--- src/rtl/cell_guard_pkg.sv ---
package cell_guard_pkg;

  typedef enum logic {
    MODE_ACTIVE = 1'b0,
    MODE_SLEEP  = 1'b1
  } mode_e;

  // Fault qualifier indices
  localparam int unsigned Q_OV  = 0;
  localparam int unsigned Q_UV  = 1;
  localparam int unsigned Q_COC = 2;
  localparam int unsigned Q_DOC = 3;
  localparam int unsigned Q_SC  = 4;
  localparam int unsigned NQUAL = 5;

  // Protection register bit positions (host decodes these)
  localparam int unsigned B_OV  = 7;
  localparam int unsigned B_UV  = 6;
  localparam int unsigned B_COC = 5;
  localparam int unsigned B_DOC = 4;
  localparam int unsigned B_CCM = 3;
  localparam int unsigned B_DCM = 2;
  localparam int unsigned B_CE  = 1;
  localparam int unsigned B_DE  = 0;
  localparam int unsigned REG_W = 8;

endpackage

--- src/rtl/cg_qual.sv ---
module cg_qual #(
  parameter int unsigned DLY = 16
) (
  input  logic clk,
  input  logic rst_n,
  input  logic cond,
  output logic hit
);
  localparam int unsigned CW   = (DLY < 2) ? 1 : $clog2(DLY);
  localparam logic [CW-1:0] LAST = CW'(DLY - 1);

  logic [CW-1:0] cnt_q, cnt_d;
  logic          cnt_en;

  always_comb begin
    hit    = cond && (cnt_q == LAST);
    cnt_en = !cond || (cnt_q != LAST) || (cnt_q != '0);
    if (!cond)              cnt_d = '0;
    else if (cnt_q != LAST) cnt_d = cnt_q + 1'b1;
    else                    cnt_d = cnt_q;
  end

  always_ff @(posedge clk or negedge rst_n) begin
    if (!rst_n)      cnt_q <= '0;
    else if (cnt_en) cnt_q <= cnt_d;
  end
endmodule

--- src/rtl/cg_mode.sv ---
module cg_mode
  import cell_guard_pkg::*;
(
  input  logic clk,
  input  logic rst_n,
  input  logic uv_hit,
  input  logic ps_pin_n,
  output logic asleep,
  output logic wake
);
  mode_e mode_q, mode_d;

  always_comb begin
    mode_d = mode_q;
    wake   = 1'b0;
    unique case (mode_q)
      MODE_ACTIVE: if (uv_hit) mode_d = MODE_SLEEP;
      MODE_SLEEP: begin
        if (!ps_pin_n) begin
          mode_d = MODE_ACTIVE;
          wake   = 1'b1;
        end
      end
      default: mode_d = MODE_ACTIVE;
    endcase
  end

  always_ff @(posedge clk or negedge rst_n) begin
    if (!rst_n) mode_q <= MODE_ACTIVE;
    else        mode_q <= mode_d;
  end

  assign asleep = (mode_q == MODE_SLEEP);
endmodule

--- src/rtl/cg_release.sv ---
module cg_release (
  input  logic clk,
  input  logic rst_n,
  input  logic ov_hit,
  input  logic coc_hit,
  input  logic doc_hit,
  input  logic below_ce,
  input  logic pack_below,
  input  logic pack_above,
  output logic ov_act,
  output logic coc_act,
  output logic doc_act
);
  logic ov_d, coc_d, doc_d;
  logic ov_en, coc_en, doc_en;

  always_comb begin
    ov_en  = ov_hit  || (ov_act  && below_ce);
    coc_en = coc_hit || (coc_act && pack_below);
    doc_en = doc_hit || (doc_act && pack_above);
    ov_d   = ov_hit;
    coc_d  = coc_hit;
    doc_d  = doc_hit;
  end

  always_ff @(posedge clk or negedge rst_n) begin
    if (!rst_n) begin
      ov_act  <= 1'b0;
      coc_act <= 1'b0;
      doc_act <= 1'b0;
    end else begin
      if (ov_en)  ov_act  <= ov_d;
      if (coc_en) coc_act <= coc_d;
      if (doc_en) doc_act <= doc_d;
    end
  end
endmodule

--- src/rtl/cg_flags.sv ---
module cg_flags
  import cell_guard_pkg::*;
(
  input  logic             clk,
  input  logic             rst_n,
  input  logic [3:0]       set_vec,
  input  logic             wr,
  input  logic [REG_W-1:0] wdata,
  input  logic             wake,
  output logic [3:0]       flags,
  output logic             ce,
  output logic             de
);
  logic [3:0] flags_d;
  logic [3:0] clr_vec;
  logic       en_en, ce_d, de_d;

  always_comb begin
    clr_vec = wr ? ~wdata[B_OV:B_DOC] : 4'b0000;
    flags_d = set_vec | (flags & ~clr_vec);
    en_en   = wake || wr;
    ce_d    = wake ? 1'b1 : wdata[B_CE];
    de_d    = wake ? 1'b1 : wdata[B_DE];
  end

  always_ff @(posedge clk or negedge rst_n) begin
    if (!rst_n) begin
      flags <= 4'b0000;
      ce    <= 1'b1;
      de    <= 1'b1;
    end else begin
      flags <= flags_d;
      if (en_en) begin
        ce <= ce_d;
        de <= de_d;
      end
    end
  end
endmodule

--- src/rtl/cell_guard.sv ---
module cell_guard
  import cell_guard_pkg::*;
#(
  parameter int unsigned OV_DLY = 1000,
  parameter int unsigned UV_DLY = 1000,
  parameter int unsigned OC_DLY = 200,
  parameter int unsigned SC_DLY = 8
) (
  input  logic             clk,
  input  logic             rst_n,
  input  logic             cell_ov,
  input  logic             cell_below_ce,
  input  logic             cell_uv,
  input  logic             chg_oc,
  input  logic             dis_oc,
  input  logic             short_ckt,
  input  logic             dis_cur_on,
  input  logic             pack_above,
  input  logic             pack_below,
  input  logic             host_wr_prot,
  input  logic [REG_W-1:0] host_wdata,
  input  logic             host_ps_set,
  input  logic             ps_pin_n,
  output logic             chg_off,
  output logic             dis_off,
  output logic             pull_down_en,
  output logic             pull_up_en,
  output logic             sleep_o,
  output logic [REG_W-1:0] prot_reg,
  output logic             ps_latch
);
  localparam int unsigned QDLY [NQUAL] = '{OV_DLY, UV_DLY, OC_DLY, OC_DLY, SC_DLY};

  // Reset: asserted asynchronously, released on the clock
  logic [1:0] rst_pipe;
  logic       rst_q;

  always_ff @(posedge clk or negedge rst_n) begin
    if (!rst_n) rst_pipe <= 2'b00;
    else        rst_pipe <= {rst_pipe[0], 1'b1};
  end
  assign rst_q = rst_pipe[1];

  // Fault qualification
  logic [NQUAL-1:0] qcond, qhit;

  always_comb begin
    qcond        = '0;
    qcond[Q_OV]  = cell_ov;
    qcond[Q_UV]  = cell_uv;
    qcond[Q_COC] = chg_oc;
    qcond[Q_DOC] = dis_oc;
    qcond[Q_SC]  = short_ckt;
  end

  for (genvar g = 0; g < NQUAL; g++) begin : g_qual
    cg_qual #(.DLY(QDLY[g])) u_qual (
      .clk  (clk),
      .rst_n(rst_q),
      .cond (qcond[g]),
      .hit  (qhit[g])
    );
  end

  logic doc_any;
  assign doc_any = qhit[Q_DOC] | qhit[Q_SC];

  // Operating mode
  logic asleep, wake;

  cg_mode u_mode (
    .clk     (clk),
    .rst_n   (rst_q),
    .uv_hit  (qhit[Q_UV]),
    .ps_pin_n(ps_pin_n),
    .asleep  (asleep),
    .wake    (wake)
  );

  // Fault hold and release
  logic ov_act, coc_act, doc_act;

  cg_release u_rel (
    .clk       (clk),
    .rst_n     (rst_q),
    .ov_hit    (qhit[Q_OV]),
    .coc_hit   (qhit[Q_COC]),
    .doc_hit   (doc_any),
    .below_ce  (cell_below_ce),
    .pack_below(pack_below),
    .pack_above(pack_above),
    .ov_act    (ov_act),
    .coc_act   (coc_act),
    .doc_act   (doc_act)
  );

  // Sticky flags and host enables
  logic [3:0] flags, set_vec;
  logic       ce, de;

  assign set_vec = {qhit[Q_OV], qhit[Q_UV], qhit[Q_COC], doc_any};

  cg_flags u_flags (
    .clk    (clk),
    .rst_n  (rst_q),
    .set_vec(set_vec),
    .wr     (host_wr_prot),
    .wdata  (host_wdata),
    .wake   (wake),
    .flags  (flags),
    .ce     (ce),
    .de     (de)
  );

  // Power-switch event latch
  logic ps_d, ps_en;

  always_comb begin
    ps_en = !ps_pin_n || host_ps_set;
    ps_d  = ps_pin_n;
  end

  always_ff @(posedge clk or negedge rst_q) begin
    if (!rst_q)     ps_latch <= 1'b1;
    else if (ps_en) ps_latch <= ps_d;
  end

  // Gate equations
  always_comb begin
    dis_off = asleep | coc_act | doc_act | !de;
    chg_off = (ov_act & !dis_cur_on) | asleep | coc_act | !ce;
  end

  assign pull_down_en = coc_act;
  assign pull_up_en   = doc_act;
  assign sleep_o      = asleep;

  always_comb begin
    prot_reg        = '0;
    prot_reg[B_OV]  = flags[3];
    prot_reg[B_UV]  = flags[2];
    prot_reg[B_COC] = flags[1];
    prot_reg[B_DOC] = flags[0];
    prot_reg[B_CCM] = chg_off;
    prot_reg[B_DCM] = dis_off;
    prot_reg[B_CE]  = ce;
    prot_reg[B_DE]  = de;
  end
endmodule

--- config.mk ---
export PLATFORM = sky130hd
export DESIGN_NAME = cell_guard
export DESIGN_NICKNAME = d
export VERILOG_FILES = /design/src/rtl/cell_guard_pkg.sv /design/src/rtl/cg_qual.sv /design/src/rtl/cg_mode.sv /design/src/rtl/cg_release.sv /design/src/rtl/cg_flags.sv /design/src/rtl/cell_guard.sv
export SDC_FILE = /design/constraint.sdc
export NUM_CORES = 1
export LEC_CHECK = 0
export ABC_CLOCK_PERIOD_IN_PS = 1610
export BUFFER_PORTS_ARGS = -buffer_cell sky130_fd_sc_hd__buf_2
export CORE_ASPECT_RATIO = 0.7
export CORE_MARGIN = 5
export CORE_UTILIZATION = 51
export DETAILED_ROUTE_END_ITERATION = 12
export PLACE_DENSITY = 0.84
export REMOVE_ABC_BUFFERS = 1
export SETUP_SLACK_MARGIN = 0.3
export SYNTH_ARGS = -nofsm -noshare
export SYNTH_HDL_FRONTEND = slang
export SYNTH_SLANG_ARGS = --single-unit
--- constraint.sdc ---
create_clock -name clk -period 1.61 [get_ports clk]
set_clock_uncertainty 0.1 [all_clocks]
set_input_delay 0.322 -clock clk [delete_from_list [all_inputs] [get_ports clk]]
set_output_delay 0.322 -clock clk [all_outputs]
set_load 0.005 [all_outputs]
# Word level (Yosys, flattened, before mapping)
# Index checks and enable logic that the tools add are counted.
dict set report totals {
  regBits 52
  output_inout_bits 14
  elab_cells 107
  mem_count 0
  mem_bits_ro 0
  inputBits 22
  latchBits 0
  mem_bits_rw 0
}
dict set report op_classes {
  n_reduce_logical 42
  n_addsub 5
  eq_ne 15
  div 0
  n_mux 18
  shifts 0
  order_cmp 0
  n_mul 0
  bitwise_logic 13
}
# op count
set op_table {}
lappend op_table {{10-bit two-way mux} 4}
lappend op_table {{8-bit two-way mux} 4}
lappend op_table {{10-bit by 1-bit adder with 10-bit output, second input constant} 2}
lappend op_table {{10-bit == test, second input constant} 2}
lappend op_table {{10-bit inequality test, second input constant} 2}
lappend op_table {{10-bit nonzero test} 2}
lappend op_table {{8-bit by 1-bit adder with 8-bit output, second input constant} 2}
lappend op_table {{8-bit == test, second input constant} 2}
lappend op_table {{8-bit inequality test, second input constant} 2}
lappend op_table {{8-bit nonzero test} 2}
lappend op_table {{1-bit logical OR} 15}
lappend op_table {{2-bit by 1-bit inequality test with 1-bit output, second input constant} 5}
lappend op_table {{2-bit AND reduction} 5}
lappend op_table {{1-bit logical NOT} 9}
lappend op_table {{1-bit logical AND} 8}
lappend op_table {{4-bit NOT} 2}
lappend op_table {{1-bit OR} 7}
lappend op_table {{1-bit two-way mux} 6}
lappend op_table {{3-bit two-way mux} 2}
lappend op_table {{4-bit AND} 1}
lappend op_table {{4-bit two-way mux} 1}
lappend op_table {{4-bit OR} 1}
lappend op_table {{3-bit by 1-bit adder with 3-bit output, second input constant} 1}
lappend op_table {{3-bit == test, second input constant} 1}
lappend op_table {{5 further kinds} 5}

# Logic depth before layout (Yosys ltp)
dict set report logic_depth {
  word_depth 5
  mapped_depth 4
  depth_no_buf 4
}

# Cells and area by module
# Synthesis repeated with hierarchy kept, for this count alone.
dict set report unflattened {
  hier_cells 244
  area_unflattened_um2 2566.2
}
# module seq_area_each_um2 cells_per_inst area_per_inst_um2 instances
set modules_own_cells {}
lappend modules_own_cells {{cg_qual at g_qual[0].u_qual ...} 250.2 53 511.7 2}
lappend modules_own_cells {{cg_qual at g_qual[2].u_qual ...} 200.2 41 422.9 2}
lappend modules_own_cells {cg_flags 152.6 18 237.7 1}
lappend modules_own_cells {{cg_qual at g_qual[4].u_qual} 75.1 12 155.1 1}
lappend modules_own_cells {cell_guard 76.3 14 148.9 1}
lappend modules_own_cells {cg_release 75.1 9 108.9 1}
lappend modules_own_cells {cg_mode 25.0 3 46.3 1}

# Least setup slack after synthesis
# OpenSTA, ideal clock, no wires.
dict set report synth_timing {
  kind {register -> register}
  startpoint {register g_qual[1].u_qual.cnt_q[0]}
  endpoint {register g_qual[1].u_qual.cnt_q[3]}
  period_less_slack_ns 1.498
  t_arrival_ns 1.278
  stages_incl_launch_ff 5
  path_slack_ns 0.112
  setup_time_ns 0.120
  path_cell_list {dfrtp_1 ha_1 nand4b_1 or3_1 a31o_2}
}
dict set report synth_via {
  elab_chain_len 4
  elab_cells_between_ends 9
  cone_classes {add/sub: 1; eq/ne: 2; mux: 2; reduce/logical: 4}
}
# item line_no
set synth_lines {}
lappend synth_lines {{start, declared} cg_qual.sv:12} ;# logic [CW-1:0] cnt_q, cnt_d;
lappend synth_lines {{start signal, assigned} cg_qual.sv:25} ;# else if (cnt_en) cnt_q <= cnt_d;
lappend synth_lines {{branches (longest 4 deep; another with 10-bit by 1-bit adder with 10-bit output)} --}
# Several ways; the timed one is not identified. The select of a mux whose other input is x is not followed.
# A chain may end at the register's enable or synchronous reset.

# Final worst setup path
dict set report layout_timing {
  startpoint {register u_mode.mode_q (netlist: u_mode.asleep)}
  endpoint {output port chg_off}
}
dict set report layout_via {
  elab_chain_len 3
}
# item line_no
set layout_lines {}
lappend layout_lines {{start, declared} cg_mode.sv:11} ;# mode_e mode_q, mode_d;
lappend layout_lines {{start signal, assigned} cg_mode.sv:30} ;# else mode_q <= mode_d;
lappend layout_lines {{1-bit OR (3 in a row)} cell_guard.sv:131} ;# chg_off = (ov_act & !dis_cur_on) | asleep | coc_act | !ce;
lappend layout_lines {{end, declared} cell_guard.sv:24} ;# output logic chg_off,
# No other way between the ends.

==> impl_metrics.toml <==
[cells_and_area]
ff_latch_area_mm2 = 0.001323
nFillCells = 293
insertedDiodeCount = 0
multi_input_area_mm2 = 0.001424
area_growth_syn_to_layout_pct = 45.35
final_cell_mix = "sky130_fd_sc_hd__buf_4 (42), sky130_fd_sc_hd__dfrtp_1 (35), sky130_fd_sc_hd__buf_2 (30)"
most_common_library_cell_in_the_layout_ignoring_fill_and_taps = "sky130_fd_sc_hd__buf_4"
post_route_cells_drive_above_1_share_pct = 51.93
finish.net_count = 364

[critical_path]
critical_path.endpoint_type = "output port"
data_required_time_at_the_worst_endpoint_ns = 1.19
timing.rr.start = "g_qual[1].u_qual.cnt_q[1]"
worst-endpoint-arrival_ns = 1.15
r2r.worst_path.cells = 4
critical_path.max_fanout = 2
r2r_end = "g_qual[1].u_qual.cnt_q[3]"
setup_slack_of_the_worst_register_to_register_path_ns = 0.09
criticalPathCategory = "flip-flop to output port"
cp-start-kind = "flip-flop"

[timing]
setup_repair_after_global_routing_missed_its_margin = "true"
setup_viol = 0
final.min_clock_period_ns = 1.570
timing_hold_violations_final = 0
layout_setup_ws_ns = 0.03959
final_min_period_over_clock_period_pct = 97.54
setup_tns_ns = 0
finalMaxSlewViolations = 0
timing.fmax_mhz = 636.8

[yosys]
post_synth_edffs = 0
post_synth_main_area_contributors = "sky130_fd_sc_hd__dfrtp_1 (49%), sky130_fd_sc_hd__o21ai_0 (4.8%), sky130_fd_sc_hd__mux2i_1 (3.6%), sky130_fd_sc_hd__nand2_1 (3.4%), sky130_fd_sc_hd__a21oi_1 (3.2%)"
async_reset_ff_share_pct = 100.0
synth_top_area_cell = "sky130_fd_sc_hd__dfrtp_1"
postSynth.topFlopCell = "sky130_fd_sc_hd__dfrtp_1"
yosysWarnings = 0
synth.ff_latch_count = 52
synthesis.instances = 246
post-synth-top-area-fraction_pct = 48.78
syn_area_per_cell_um2 = 10.22
synth_cell_types = 45
seq_area_frac_synth_pct = 51.92
synthesis.area_mm2 = 0.002514

[power]
combinationalPowerShare_pct = 11.9
power_switching_uw = 667.8
clock_power_share_pct = 35.2
power.ir.vdd_worst_mv = 0.4611
p_seq_share_pct = 52.9
p_leak_uw = 0.001612
power.share.switching_pct = 25.20
power.density_mw_per_mm2 = 725.5
cellInternalPower_uw = 1983

[grt]
grt_pass1_vias = 2365
grt.overflow.total = 0
grt_antenna_before_repair = 0
grt_max_degree = 38
grt_util_all_layers_pct = 21.93
grt_pass1_wl_um = 10870

[floorplanning]
fp.dieArea_mm2 = 0.006455
initial_core_util_pct = 52.56
die_w_um = 93.91
io_pins = 36
die_height_um = 68.74
placeableCoreArea_mm2 = 0.004782
std_cell_rows = 21

[clock_network]
tritoncts.num_buffers = 5
cts_htree_levels = 2
clock-root-buffer = "sky130_fd_sc_hd__clkbuf_8"
worst_setup_hold_path_clk_slew_ns = 0.10
clock_sinks = 52
clock_latency_ns = 0.32
clk_path_buf_depth = 2
cts_tree = "yes"

[drt]
totalWireLength_um = 7317
dr_total_vias = 2354
route.detailed.wl_per_inst_um = 18.02
initialDrtViolationCount = 163
drt-vias-per-instance = 5.798
drt-pass1-iter-count = 4
drt_drc_violations_left = 0
final_antenna_net_count = 0

[worst_hold_path]
min-delay-path-class = "flip-flop to async pin"

[run]
cap_viol_max_count = 0

[placed_design]
replace_congestion = 0.8656
numPortBuffers = 33
detailedPlacementHpwl_um = 3861
detailedPlace.worstSlack_ns = 0.07831

[run_status]
status = "finished, final reports clean"
-- state kept, by name (all words and copies together) (netlist names) --
register / count
rst_pipe: 2
u_rel.ov_act: 1
u_flags.ce: 1
ps_latch: 1
u_flags.flags: 4
u_rel.coc_act: 1
u_flags.de: 1
g_qual.u_qual.cnt_q: 39
u_mode.asleep: 1
u_rel.doc_act: 1
-- power groups by stage --
stage	logic, uW	clock network [uW]	registers [uW]
after CTS	268	952	1390
after global placement	186	0	1420
after floorplan	83.7	0	1430
after detailed placement	197	0	1420
final	316	932	1400
after global routing	345	1010	1410
-- cell families (layout without fill, tap and decap cells) --
logic type	Yosys count	in the layout	share of synthesized area, %
AO/OA/AOI/OAI	58	58	13.44
XOR/XNOR	7	7	2.439
adder cells (fa/ha/maj)	6	6	2.986
buffers and inverters	15	106	2.887
flip-flops	52	52	51.92
multiplexers	9	9	3.584
other	1	1	0.1492
AND/OR/NAND/NOR	98	98	22.60
-- stage by stage --
stage / utilization (%) / area, um^2 / instances / total power (uW) / hold WS, ns
after floorplan: - / 2471 / 239 / 1509 / -0.07359
after detailed placement: 58.48 / 2796 / 349 / 1615 / 0.009534
final: 76.40 / 3654 / 406 / 2651 / 0.06949
after CTS: 70.67 / 3379 / 393 / 2614 / 0.07803
after global routing: 76.40 / 3654 / 406 / 2766 / 0.07242
after global placement: 58.48 / 2796 / 349 / 1603 / 0.007099
-- what timing repair did --
action                                  CTS  global route
buffers inserted                         35            13
pin swaps                                31            15
hold endpoints to repair                  2             0
gates resized for setup                  57            45
hold buffers                              1             0
endpoints found under the setup margin   51            53
-- worst max-delay path, stage by stage (launching register included) --
cell,delay (ns)
sky130_fd_sc_hd__dfrtp_2,0.44
sky130_fd_sc_hd__nor2_4,0.15
sky130_fd_sc_hd__nand3_2,0.10
sky130_fd_sc_hd__buf_2,0.14
-- Yosys cell counts, types with 2 or more instances --
cell / n
sky130_fd_sc_hd__dfrtp_1: 49
sky130_fd_sc_hd__o21ai_0: 24
sky130_fd_sc_hd__nand2_1: 23
sky130_fd_sc_hd__a21oi_1: 16
sky130_fd_sc_hd__nand3_1: 16
sky130_fd_sc_hd__or3_1: 11
sky130_fd_sc_hd__mux2i_1: 9
sky130_fd_sc_hd__inv_1: 8
sky130_fd_sc_hd__ha_1: 6
sky130_fd_sc_hd__nor2_1: 6
sky130_fd_sc_hd__nand2b_1: 5
sky130_fd_sc_hd__nand4_1: 5
sky130_fd_sc_hd__nor3_1: 5
sky130_fd_sc_hd__and3_1: 4
sky130_fd_sc_hd__buf_4: 4
sky130_fd_sc_hd__nand4b_1: 4
sky130_fd_sc_hd__o31ai_1: 4
sky130_fd_sc_hd__or4_1: 4
sky130_fd_sc_hd__xnor2_1: 4
sky130_fd_sc_hd__a31oi_1: 3
sky130_fd_sc_hd__dfstp_2: 3
sky130_fd_sc_hd__xor2_1: 3
sky130_fd_sc_hd__a21boi_0: 2
sky130_fd_sc_hd__clkbuf_1: 2
sky130_fd_sc_hd__nand3_2: 2
sky130_fd_sc_hd__nor2b_1: 2
sky130_fd_sc_hd__nor3b_1: 2
sky130_fd_sc_hd__o211ai_1: 2
sky130_fd_sc_hd__or3b_2: 2
-- worst max path at each step --
stage	start	to	slack (ns)	depth (start not counted)
floorplan	rst_pipe[1]	g_qual[0].u_qual.cnt_q[0]	-0.04	0
global placement	g_qual[1].u_qual.cnt_q[1]	g_qual[1].u_qual.cnt_q[3]	0.1	4
detailed placement	g_qual[1].u_qual.cnt_q[1]	g_qual[1].u_qual.cnt_q[3]	0.08	4
CTS	u_rel.coc_act	dis_off	0.03	3
global route	u_mode.asleep	prot_reg[2]	0.0008	3
finish	u_mode.asleep	chg_off	0.04	3
-- routing by layer --
layer	vias to the layer above	share of wire [%]	GRT usage (%)	wire length, um
li1	1077	-	-	-
met1	1181	43	27.90	3126
met2	81	50	37.49	3645
met3	15	4.9	4.230	361
met4	0	2.5	8.829	184
met5	-	0	0	0
-- area by class of cell --
cell class                      instances  area share, %
Timing Repair Buffer                   90          18.49
Inverter                                8         0.8219
Clock inverter                          3          1.267
Sequential cell                        52          36.20
Tap cell                               69          2.363
Clock buffer                            5          1.884
Multi-Input combinational cell        179          38.97
(Power assumes the default switching activity.)
